`src/rtl/uart_mode_pkg.sv`:
```
package uart_mode_pkg;
  localparam int MODE_W       = 8;
  localparam int BIT_INT_EN   = 3;
  localparam int BIT_LOOP     = 4;
  localparam int BIT_XON_ANY  = 5;
  localparam int BIT_IR       = 6;
  localparam int BIT_PRESCALE = 7;

  typedef struct packed {
    logic intEn;
    logic loopEn;
    logic irEn;
    logic divEn;
    logic resumeHit;
    logic storeHit;
  } modeStrobes_t;
endpackage

```
`src/rtl/uart_mode_ctrl.sv`:
```
module uart_mode_ctrl
  import uart_mode_pkg::*;
#(
  parameter int CHAR_W = 8
) (
  input  logic              clk,
  input  logic              rstN,
  input  logic              regWrEn,
  input  logic [MODE_W-1:0] regWrData,
  output logic [MODE_W-1:0] regRdData,
  input  logic              rxCharValid,
  input  logic [CHAR_W-1:0] rxChar,
  input  logic              swFlowEn,
  input  logic [CHAR_W-1:0] xonChar,
  input  logic [CHAR_W-1:0] xoffChar,
  input  logic              txHalted,
  output modeStrobes_t      strobes
);
  logic [MODE_W-1:0] modeReg;
  logic              isFlowChar;

  always_ff @(posedge clk) begin
    if (!rstN) modeReg <= '0;
    else if (regWrEn) modeReg <= regWrData;
  end

  assign regRdData  = modeReg;
  assign isFlowChar = (rxChar == xonChar) || (rxChar == xoffChar);

  always_comb begin
    strobes.intEn     = modeReg[BIT_INT_EN];
    strobes.loopEn    = modeReg[BIT_LOOP];
    strobes.irEn      = modeReg[BIT_IR];
    strobes.divEn     = modeReg[BIT_PRESCALE];
    strobes.resumeHit = rxCharValid && txHalted && modeReg[BIT_XON_ANY];
    strobes.storeHit  = rxCharValid && !(swFlowEn && isFlowChar);
  end

  AST_RD_LAST_WRITE: assert property (@(posedge clk) disable iff (!rstN)
    regWrEn |=> (regRdData == $past(regWrData)));
endmodule

```
`src/rtl/uart_mode_dp.sv`:
```
module uart_mode_dp
  import uart_mode_pkg::*;
#(
  parameter int PRESCALE = 4
) (
  input  logic         clk,
  input  logic         rstN,
  input  modeStrobes_t strobes,
  input  logic         intReq,
  input  logic         txSerial,
  input  logic         rxPin,
  input  logic         irRxIn,
  output logic         intPin,
  output logic         intPinOe,
  output logic         gpOut,
  output logic         txPin,
  output logic         irTxOut,
  output logic         rxSerial,
  output logic         txResume,
  output logic         rxStore,
  output logic         baudTick
);
  localparam int CNT_W = (PRESCALE > 1) ? $clog2(PRESCALE) : 1;
  localparam logic [CNT_W-1:0] CNT_LAST = CNT_W'(PRESCALE - 1);

  logic [CNT_W-1:0] divCnt;

  assign intPinOe = strobes.intEn;
  assign intPin   = strobes.intEn && intReq;
  assign gpOut    = !strobes.intEn;

  always_comb begin
    if (strobes.loopEn) begin
      txPin    = 1'b1;
      irTxOut  = 1'b0;
      rxSerial = txSerial;
    end else if (strobes.irEn) begin
      txPin    = 1'b1;
      irTxOut  = !txSerial;
      rxSerial = !irRxIn;
    end else begin
      txPin    = txSerial;
      irTxOut  = 1'b0;
      rxSerial = rxPin;
    end
  end

  always_ff @(posedge clk) begin
    if (!rstN) begin
      txResume <= 1'b0;
      rxStore  <= 1'b0;
      divCnt   <= '0;
    end else begin
      txResume <= strobes.resumeHit;
      rxStore  <= strobes.storeHit;
      divCnt   <= (divCnt == CNT_LAST) ? '0 : divCnt + 1'b1;
    end
  end

  assign baudTick = !strobes.divEn || (divCnt == CNT_LAST);

  AST_INT_QUIET: assert property (@(posedge clk) disable iff (!rstN)
    !intPinOe |-> (!intPin && gpOut));
  AST_LOOP_IDLE: assert property (@(posedge clk) disable iff (!rstN)
    strobes.loopEn |-> (txPin && !irTxOut && (rxSerial == txSerial)));
  AST_IR_IDLE_LOW: assert property (@(posedge clk) disable iff (!rstN)
    (strobes.irEn && txSerial) |-> !irTxOut);
  AST_RESUME_CAUSE: assert property (@(posedge clk) disable iff (!rstN)
    txResume |-> $past(strobes.resumeHit));
  AST_STORE_CAUSE: assert property (@(posedge clk) disable iff (!rstN)
    rxStore |-> $past(strobes.storeHit));
  AST_TICK_SPACING: assert property (@(posedge clk) disable iff (!rstN)
    (baudTick && strobes.divEn) |=> (!baudTick || !strobes.divEn));
endmodule

```
`src/rtl/uart_mode_ctl.sv`:
```
module uart_mode_ctl
  import uart_mode_pkg::*;
#(
  parameter int CHAR_W   = 8,
  parameter int PRESCALE = 4
) (
  input  logic              clk,
  input  logic              rstN,
  input  logic              regWrEn,
  input  logic [7:0]        regWrData,
  output logic [7:0]        regRdData,
  input  logic              intReq,
  output logic              intPin,
  output logic              intPinOe,
  output logic              gpOut,
  input  logic              txSerial,
  output logic              txPin,
  output logic              irTxOut,
  input  logic              rxPin,
  input  logic              irRxIn,
  output logic              rxSerial,
  input  logic              rxCharValid,
  input  logic [CHAR_W-1:0] rxChar,
  input  logic              swFlowEn,
  input  logic [CHAR_W-1:0] xonChar,
  input  logic [CHAR_W-1:0] xoffChar,
  input  logic              txHalted,
  output logic              txResume,
  output logic              rxStore,
  output logic              baudTick
);
  modeStrobes_t strobes;

  uart_mode_ctrl #(.CHAR_W(CHAR_W)) i_ctrl (
    .clk(clk), .rstN(rstN), .regWrEn(regWrEn), .regWrData(regWrData),
    .regRdData(regRdData), .rxCharValid(rxCharValid), .rxChar(rxChar),
    .swFlowEn(swFlowEn), .xonChar(xonChar), .xoffChar(xoffChar),
    .txHalted(txHalted), .strobes(strobes)
  );

  uart_mode_dp #(.PRESCALE(PRESCALE)) i_dp (
    .clk(clk), .rstN(rstN), .strobes(strobes), .intReq(intReq),
    .txSerial(txSerial), .rxPin(rxPin), .irRxIn(irRxIn), .intPin(intPin),
    .intPinOe(intPinOe), .gpOut(gpOut), .txPin(txPin), .irTxOut(irTxOut),
    .rxSerial(rxSerial), .txResume(txResume), .rxStore(rxStore),
    .baudTick(baudTick)
  );
endmodule

```
`config.mk`:
```
export PLATFORM = sky130hd
export DESIGN_NAME = uart_mode_ctl
export DESIGN_NICKNAME = d
export VERILOG_FILES = /design/src/rtl/uart_mode_pkg.sv /design/src/rtl/uart_mode_ctrl.sv /design/src/rtl/uart_mode_dp.sv /design/src/rtl/uart_mode_ctl.sv
export SDC_FILE = /design/constraint.sdc
export NUM_CORES = 1
export LEC_CHECK = 0
export ABC_AREA = 1
export BUFFER_PORTS_ARGS = -buffer_cell sky130_fd_sc_hd__buf_2
export CORE_MARGIN = 2
export CORE_UTILIZATION = 38
export DETAILED_ROUTE_END_ITERATION = 16
export PLACE_DENSITY = 0.78
export RECOVER_POWER = 50
export REMOVE_ABC_BUFFERS = 1
export SETUP_SLACK_MARGIN = 0.3
export SYNTH_ARGS = -nofsm -noshare
export SYNTH_HDL_FRONTEND = slang
export SYNTH_SLANG_ARGS = --single-unit
```
`constraint.sdc`:
```
create_clock -name clk -period 0.99 [get_ports clk]
set_input_delay 0.198 -clock clk [delete_from_list [all_inputs] [get_ports clk]]
set_output_delay 0.198 -clock clk [all_outputs]
set_load 0.01 [all_outputs]
```
==> impl_results.rst, run 1 <==
.. list-table::
   :header-rows: 1

   * - Metric
     - Value
   * - Yosys reg bits
     - 12
   * - Final nets
     - 230
   * - Mapped cell area
     - ~750 µm²
   * - P&R area growth vs syn
     - 81.3%
   * - Destination of the critical timing path
     - rxSerial
   * - Library cells used by synthesis
     - 13
   * - Post-detailed-route via-to-cell ratio
     - about 4.5
   * - Power Density
     - roughly 1000 nW/µm²
   * - Final weighted congestion in routability-driven placement
     - between 0.6 and 0.7
   * - Leading area contributor after synthesis
     - dfxtp_1
   * - Chip width
     - slightly below 50 µm
   * - Max cap viols
     - 0
   * - Violation count after the first detailed-routing iteration
     - 6
   * - Type of the setup path with the least slack
     - reg -> out
   * - Clock sinks
     - 12
   * - Largest buffer count on any clock path
     - 2
   * - Wire length reported by the detailed router
     - roughly 2.2 mm
   * - CTS clock-pin slew for the worst setup and hold paths
     - approximately 70 ps
   * - Launch point of the worst path
     - i_ctrl.regRdData[6]
   * - Insertion delay of the later-clocked pin in the worst-skew pair
     - about 260 ps
   * - Synthesized area per cell
     - ~6 µm²
   * - Maximum fanout along the worst path
     - 4
   * - Setup_tns
     - -934 ps
   * - Avg WL per Cell
     - 10.3 µm
   * - Total via count after detailed routing
     - ~950
   * - Overall track demand over capacity in global routing
     - between 15 and 20%
   * - Top cell type's share of synthesized area
     - between 30% and 40%
   * - Number of warnings issued by yosys
     - 0
   * - Initial antenna violation count
     - 0
   * - Register area share after synthesis
     - 32.1%
   * - Net Switching
     - between 0.3 and 0.4 mW
   * - I/O pin count
     - 59
   * - Total CTS buffers
     - 3
   * - Final critical-path share of the clock period
     - 127%
   * - Leading post-synthesis cells by cell area
     - dfxtp_1, nand2_1, inv_1
   * - Slack of the critical path
     - -262 ps
   * - Post-DP HPWL
     - between 1 and 1.5 mm
   * - Maximum cell stage delay along the critical path
     - roughly 330 ps
   * - Filler cells
     - approximately 150
   * - Final standard cell area without fillers
     - ~1400 µm²
   * - Clock group share of total power
     - approximately a quarter
   * - Number of standard-cell rows in the floorplan
     - 16
   * - Instance area at placement
     - 1030 µm²
   * - F_max
     - between 700 and 800 MHz
   * - Effective utilization at floorplan
     - 39.4%
   * - Setup repair after global routing missed its margin
     - true
   * - Library cell used as clock root buffer
     - clkbuf_4
   * - Worst hold path class
     - in -> reg
   * - Maximum resistive drop on vdd
     - about 0.57 mV
   * - Slowest stage cell on the critical path
     - dfxtp_2
   * - Combinational cell fraction of total power
     - between 30% and 40%
   * - Antenna fix cells
     - 0
   * - Start of the worst register-to-register path
     - i_dp.divCnt[0]
   * - Final setup violation count
     - 9
   * - Setup Skew
     - about 0.067 ps
   * - Core Box Area
     - 1900 µm²
   * - Violations in the final reports
     - setup timing
   * - Wire length of the first global-routing pass
     - a little over 3 mm
   * - Worst Path Required
     - slightly below 800 ps
   * - Max-slew violation count
     - 0
   * - CP endpoint kind
     - primary output
   * - Number of port buffers
     - between 50 and 60
   * - Vertical die dimension
     - slightly below 50 µm
   * - Number of failing hold endpoints at the final stage
     - 0
   * - CP top delay family
     - flip-flops
   * - Fraction of layout instances using a drive strength above 1
     - 58.6%
   * - Arrival time at the worst endpoint
     - 1050 ps
   * - Vias in the first global route
     - between 800 and 900
   * - Worst slew slack as a fraction of its limit
     - between 80% and 90%
   * - Number of nets with antenna violations after detailed routing
     - 0
   * - Internal
     - around 1.0 mW
   * - Cell breakdown of the critical path
     - inv_2 -> nand2_1 -> o21ai_1 -> nand2_1 -> o21ai_1 -> buf_2
   * - Worst path bufs/invs
     - 2
   * - Leakage power total
     - between 0.7 and 0.8 nW
   * - Slew at the pin with the worst max-slew slack
     - 229 ps
   * - TritonCTS clock tree
     - built
   * - Maximum level of the CTS H-tree
     - 1
   * - Total global routing overflow
     - 0
   * - Reg-to-Reg End
     - i_dp.divCnt[0]
   * - Die Outline Area
     - 2340 µm²
   * - Worst slack at placement
     - -13.5 ps
   * - CP startpoint kind
     - flip-flop
   * - Drt drc
     - 0
   * - Clock period minus final worst setup slack
     - ~1300 ps
   * - Synth Instances
     - between 100 and 150
   * - Worst reg-to-reg setup slack
     - around 60 ps
   * - Sequential share of power
     - between 30% and 40%
   * - Net Sw Frac
     - 27.8%
   * - Status
     - complete, but fails checks
   * - Logic depth of the worst path, buffers included
     - 6
   * - Length in cells of the worst reg-to-reg path
     - 6
   * - Total iterations of the first detailed-routing run
     - 4
   * - Largest net degree at the start of global routing
     - 12
## synth_stat cells
library cell	count
nand2_1	42
inv_1	21
nor2_1	17
dfxtp_1	12
o21ai_0	10
xnor2_1	8
buf_4	5
a21oi_1	3
a21oi_2	1
clkbuf_2	1
ha_1	1
nand3_1	1
nor3_1	1
## kinds of logic (layout without fill, tap and decap cells)
kind of cell,count (synthesis),in the layout,share of synthesized area [%]
XOR/XNOR,8,8,9.35
flip-flops,12,12,32.1
adder cells (fa/ha/maj),1,1,1.67
AO/OA/AOI/OAI,14,14,9.85
AND/OR/NAND/NOR,61,61,30.9
buffers and inverters,27,90,16.2
## flip-flops by register name, summed over array words and instances (netlist names)
register,cells
i_dp.divCnt,2
i_dp.txResume,1
i_dp.rxStore,1
i_ctrl.regRdData,8
## cell usage in the layout (no fill, tap or decap), drive strengths merged
master	instances
nand3	1
nor3	1
nor2	17
buf	64
nand2	42
a21oi	4
clkinvlp	1
xnor2	8
clkbuf	5
dfxtp	12
o21ai	10
inv	20
ha	1
## cell type report
cell class                      instances  area, µm²  area share [%]
Multi-Input combinational cell         84        475            35.0
Timing Repair Buffer                   65        470            34.6
Sequential cell                        12        255            18.8
Inverter                               21       87.6            6.45
Clock buffer                            4       36.3            2.67
Tap cell                               27       33.8            2.49
## routing by layer
layer	track usage (%)	wire (µm)
met2	30.3	1150
met3	4.01	184
met1	17.4	807
met4	4.29	47
met5	0	0
## metrics by stage
stage          std cells  hold WS (ps)  power (mW)  utilization, %
6_report             213           105        1.41            71.4
3_5_place_dp         202           388       0.877            54.2
5_1_grt              213          89.6        1.50            71.4
3_3_place_gp         202           382       0.862            54.2
2_1_floorplan        117           282       0.709               -
4_1_cts              208           106        1.31            61.3
## power by group through the flow
stage               logic, mW  registers [mW]  clock network (mW)
finish                  0.481           0.557               0.367
CTS                     0.376           0.552               0.380
global route            0.532           0.561               0.404
floorplan               0.149           0.560                   0
global placement        0.317           0.545                   0
detailed placement      0.331           0.547                   0
## worst min path at each step
stage | from | end | slack [ps] | cells after the start
floorplan | swFlowEn | i_dp.rxStore | 280 | 1
global placement | swFlowEn | i_dp.rxStore | 380 | 2
CTS | swFlowEn | i_dp.rxStore | 110 | 2
detailed placement | swFlowEn | i_dp.rxStore | 390 | 2
global route | swFlowEn | i_dp.rxStore | 90 | 2
finish | swFlowEn | i_dp.rxStore | 100 | 2
## what timing repair did
action	in CTS	in global routing
resized for setup	29	46
setup buffers	2	5
pin swaps	2	27
hold buffers	0	0
endpoints found under the setup margin	19	22
Note: power is estimated with default switching activity, not from simulation.
==> inputs of run 2 (changes only) <==
CORE_UTILIZATION = 39   (was 38)
PLACE_DENSITY = 0.79   (was 0.78)
SYNTH_HIERARCHICAL = 1   (was unset)
==> impl_results.rst, run 2 <==
.. list-table::
   :header-rows: 1

   * - Metric
     - Value
   * - Total via count after detailed routing
     - 958
   * - CTS clock-pin slew for the worst setup and hold paths
     - ~70 ps
   * - Max-slew violation count
     - 0
   * - Status
     - complete, but fails checks
   * - Filler-free cell count of the finished design
     - between 200 and 250
   * - Total CTS buffers
     - 3
   * - CP endpoint kind
     - primary output
   * - Total global routing overflow
     - 0
   * - Number of nets with antenna violations after detailed routing
     - 0
   * - Core Box Area
     - a little under 2000 µm²
   * - Top cell type's share of synthesized area
     - between 30% and 40%
   * - I/O pin count
     - 59
   * - Start of the worst register-to-register path
     - i_dp/divCnt[0]
   * - Final nets
     - ~230
   * - Clock sinks
     - 12
   * - Fraction of the core area covered by cells at the end of the flow
     - between 70% and 80%
   * - Fraction of layout instances using a drive strength above 1
     - 56.3%
   * - Avg WL per Cell
     - 10.1 µm
   * - Type of the setup path with the least slack
     - reg -> out
   * - Number of warnings issued by yosys
     - 6
   * - Register area share after synthesis
     - approximately 31%
   * - Mapped cell area
     - slightly below 800 µm²
   * - Total area of multi-input combinational cells
     - between 400 and 500 µm²
   * - Vias in the first global route
     - about 840
   * - TritonCTS clock tree
     - built
   * - Antenna fix cells
     - 0
   * - Worst hold path class
     - in -> reg
   * - Filler cells
     - roughly 160
   * - Overall track demand over capacity in global routing
     - 16.5%
   * - Final setup violation count
     - 6
   * - Slack of the critical path
     - -187 ps
   * - Vertical die dimension
     - 48.5 µm
   * - Post-detailed-route via-to-cell ratio
     - between 4 and 5
   * - Largest buffer count on any clock path
     - 2
   * - Most frequently used flop master after synthesis
     - dfxtp_1
   * - Final weighted congestion in routability-driven placement
     - just under 0.7
   * - Leading post-synthesis cells by cell area
     - dfxtp_1, nand2_1, inv_1
   * - Number of standard-cell rows in the floorplan
     - 16
   * - Flip-flop count of the largest register after layout
     - 8
   * - CP startpoint kind
     - flip-flop
   * - P&R area growth vs syn
     - 75.0%
   * - Library cell with the highest instance count after synthesis
     - nand2_1
   * - Violation count after the first detailed-routing iteration
     - 6
   * - Final critical-path share of the clock period
     - 119%
   * - Effective utilization at floorplan
     - between 40 and 50%
   * - Insertion delay of the later-clocked pin in the worst-skew pair
     - ~260 ps
   * - Setup Skew
     - roughly 1.8 ps
   * - Launch instance of the worst min-delay path
     - regWrData[0]
   * - Drt drc
     - 0
   * - Reg-to-Reg End
     - i_dp/divCnt[0]
   * - Yosys reg bits
     - 12
   * - Total iterations of the first detailed-routing run
     - 4
   * - Arrival time at the worst endpoint
     - about 980 ps
   * - Setup repair after global routing missed its margin
     - true
   * - Instance area at placement
     - ~1100 µm²
   * - Synth Instances
     - between 100 and 150
   * - Library cell used as clock root buffer
     - clkbuf_4
   * - Wire length of the first global-routing pass
     - 3.13 mm
   * - Most common cell after layout, fill and taps aside
     - nand2_1
   * - Total placed cells including tap cells
     - roughly 210
   * - Total power of the final layout
     - 1.39 mW
   * - Slew at the pin with the worst max-slew slack
     - ~260 ps
   * - Commonest cells after routing, fill and taps aside
     - nand2_1, buf_2, nor2_1
   * - Maximum level of the CTS H-tree
     - 1
   * - Hold Path Stages
     - 3
   * - Library cells used by synthesis
     - 11
   * - Max cap viols
     - 0
   * - Count of flip-flops with a built-in enable after synthesis
     - 0
   * - Clock period minus final worst setup slack
     - between 1000 and 1500 ps
   * - Length in cells of the worst reg-to-reg path
     - 4
   * - Final standard cell area without fillers
     - 1350 µm²
   * - Leading area contributor after synthesis
     - dfxtp_1
   * - Cell types with the highest counts after synthesis
     - nand2_1, inv_1, nor2_1, dfxtp_1
   * - Worst reg-to-reg setup slack
     - ~220 ps
   * - F_max
     - about 850 MHz
   * - Maximum resistive drop on vdd
     - roughly 0.55 mV
   * - Largest net degree at the start of global routing
     - 12
   * - Worst slack at placement
     - -28.5 ps
   * - Proportion of register bits with asynchronous set or reset after synthesis
     - 0%
   * - Worst-case hold path end point
     - i_ctrl/regRdData[0]
   * - Leakage power total
     - 0.765 nW
   * - Storage element area
     - 262 µm²
   * - Synthesized area per cell
     - about 5.9 µm²
   * - Worst Path Required
     - 790 ps
   * - Wire length reported by the detailed router
     - between 2 and 2.5 mm
   * - Post-DP HPWL
     - around 1.5 mm
   * - Maximum fanout along the worst path
     - 4
   * - Power Density
     - 1030 nW/µm²
   * - Initial antenna violation count
     - 0
   * - Worst slew slack as a fraction of its limit
     - between 80% and 90%
   * - Number of failing hold endpoints at the final stage
     - 0
   * - Die Outline Area
     - between 2000 and 2500 µm²
   * - Violations in the final reports
     - setup timing
   * - Chip width
     - ~48 µm
   * - Number of port buffers
     - 58
==> run 2: cell types whose count changed in the layout (fill, tap and decap cells not counted), moves of 3 or more <==
cell | previous run | this run
inv_1 | 9 | 12
buf_6 | 22 | 18
nand2_1 | 37 | 40
nor2_1 | 14 | 21
o21ai_1 | 4 | 1
inv_2 | 9 | 12
==> run 2: worst max-delay path by stage <==
stage / from / to / cells past startpoint
2_1_floorplan: i_ctrl/regRdData[6] / irTxOut / 2
3_3_place_gp: rxChar[1] / i_dp/rxStore / 11
3_5_place_dp: rxChar[1] / i_dp/rxStore / 11
4_1_cts: i_dp/divCnt[0] / baudTick / 4
5_1_grt: i_ctrl/regRdData[6] / rxSerial / 5
6_report: i_ctrl/regRdData[6] / rxSerial / 5
==> run 2: layer usage <==
layer  global-route usage, %  vias to the layer above  share of wire (%)
met1                    18.2                      406                 36
met3                    4.32                        2                7.9
met5                       0                        -                  0
met4                    2.86                        0               0.36
met2                    31.9                       51                 56
li1                        -                      499                  -
==> run 2: cell families (layout without fill, tap and decap cells) <==
logic type | after synthesis | after routing | share of synthesized area [%]
XOR/XNOR | 8 | 8 | 9.08
AO/OA/AOI/OAI | 9 | 9 | 6.32
AND/OR/NAND/NOR | 72 | 72 | 35.3
adder cells (fa/ha/maj) | 1 | 1 | 1.62
flip-flops | 12 | 12 | 31.1
buffers and inverters | 29 | 88 | 16.5
==> run 2: stage by stage <==
step	hold WS, ps	TNS (ps)
3_5_place_dp	413	-28.5
5_1_grt	153	-1100
3_3_place_gp	404	-18.1
6_report	162	-746
2_1_floorplan	291	0
4_1_cts	155	-677
==> run 2: worst max-delay path, stage by stage (launching register included) <==
cell and delay [ps]:
dfxtp_4 360, inv_2 70, nand2_2 60, nand3_2 50
nand2_1 50, buf_2 130
==> run 2: final cells by class <==
| class | instances | area share (%) |
|---|---|---|
| well taps | 27 | 2.50 |
| inverters | 24 | 6.67 |
| multi-input cells | 90 | 36.6 |
| clock buffers | 4 | 2.69 |
| flip-flops and latches | 12 | 19.4 |
| repair buffers | 60 | 32.2 |
==> run 2: what timing repair did <==
| action | in CTS | in global routing |
|---|---|---|
| pin swaps | 14 | 12 |
| hold buffers | 0 | 0 |
| resized for setup | 36 | 36 |
| endpoints found under the setup margin | 20 | 25 |
| buffers inserted | 1 | 1 |
==> run 2: where the power goes <==
group	total [mW]	switching, mW	internal (mW)	leakage, nW
combinational	0.464	0.209	0.255	0.640
sequential	0.558	0.0353	0.523	0.104
clock	0.368	0.145	0.223	0.0210
total	1.39	0.390	1.00	0.765
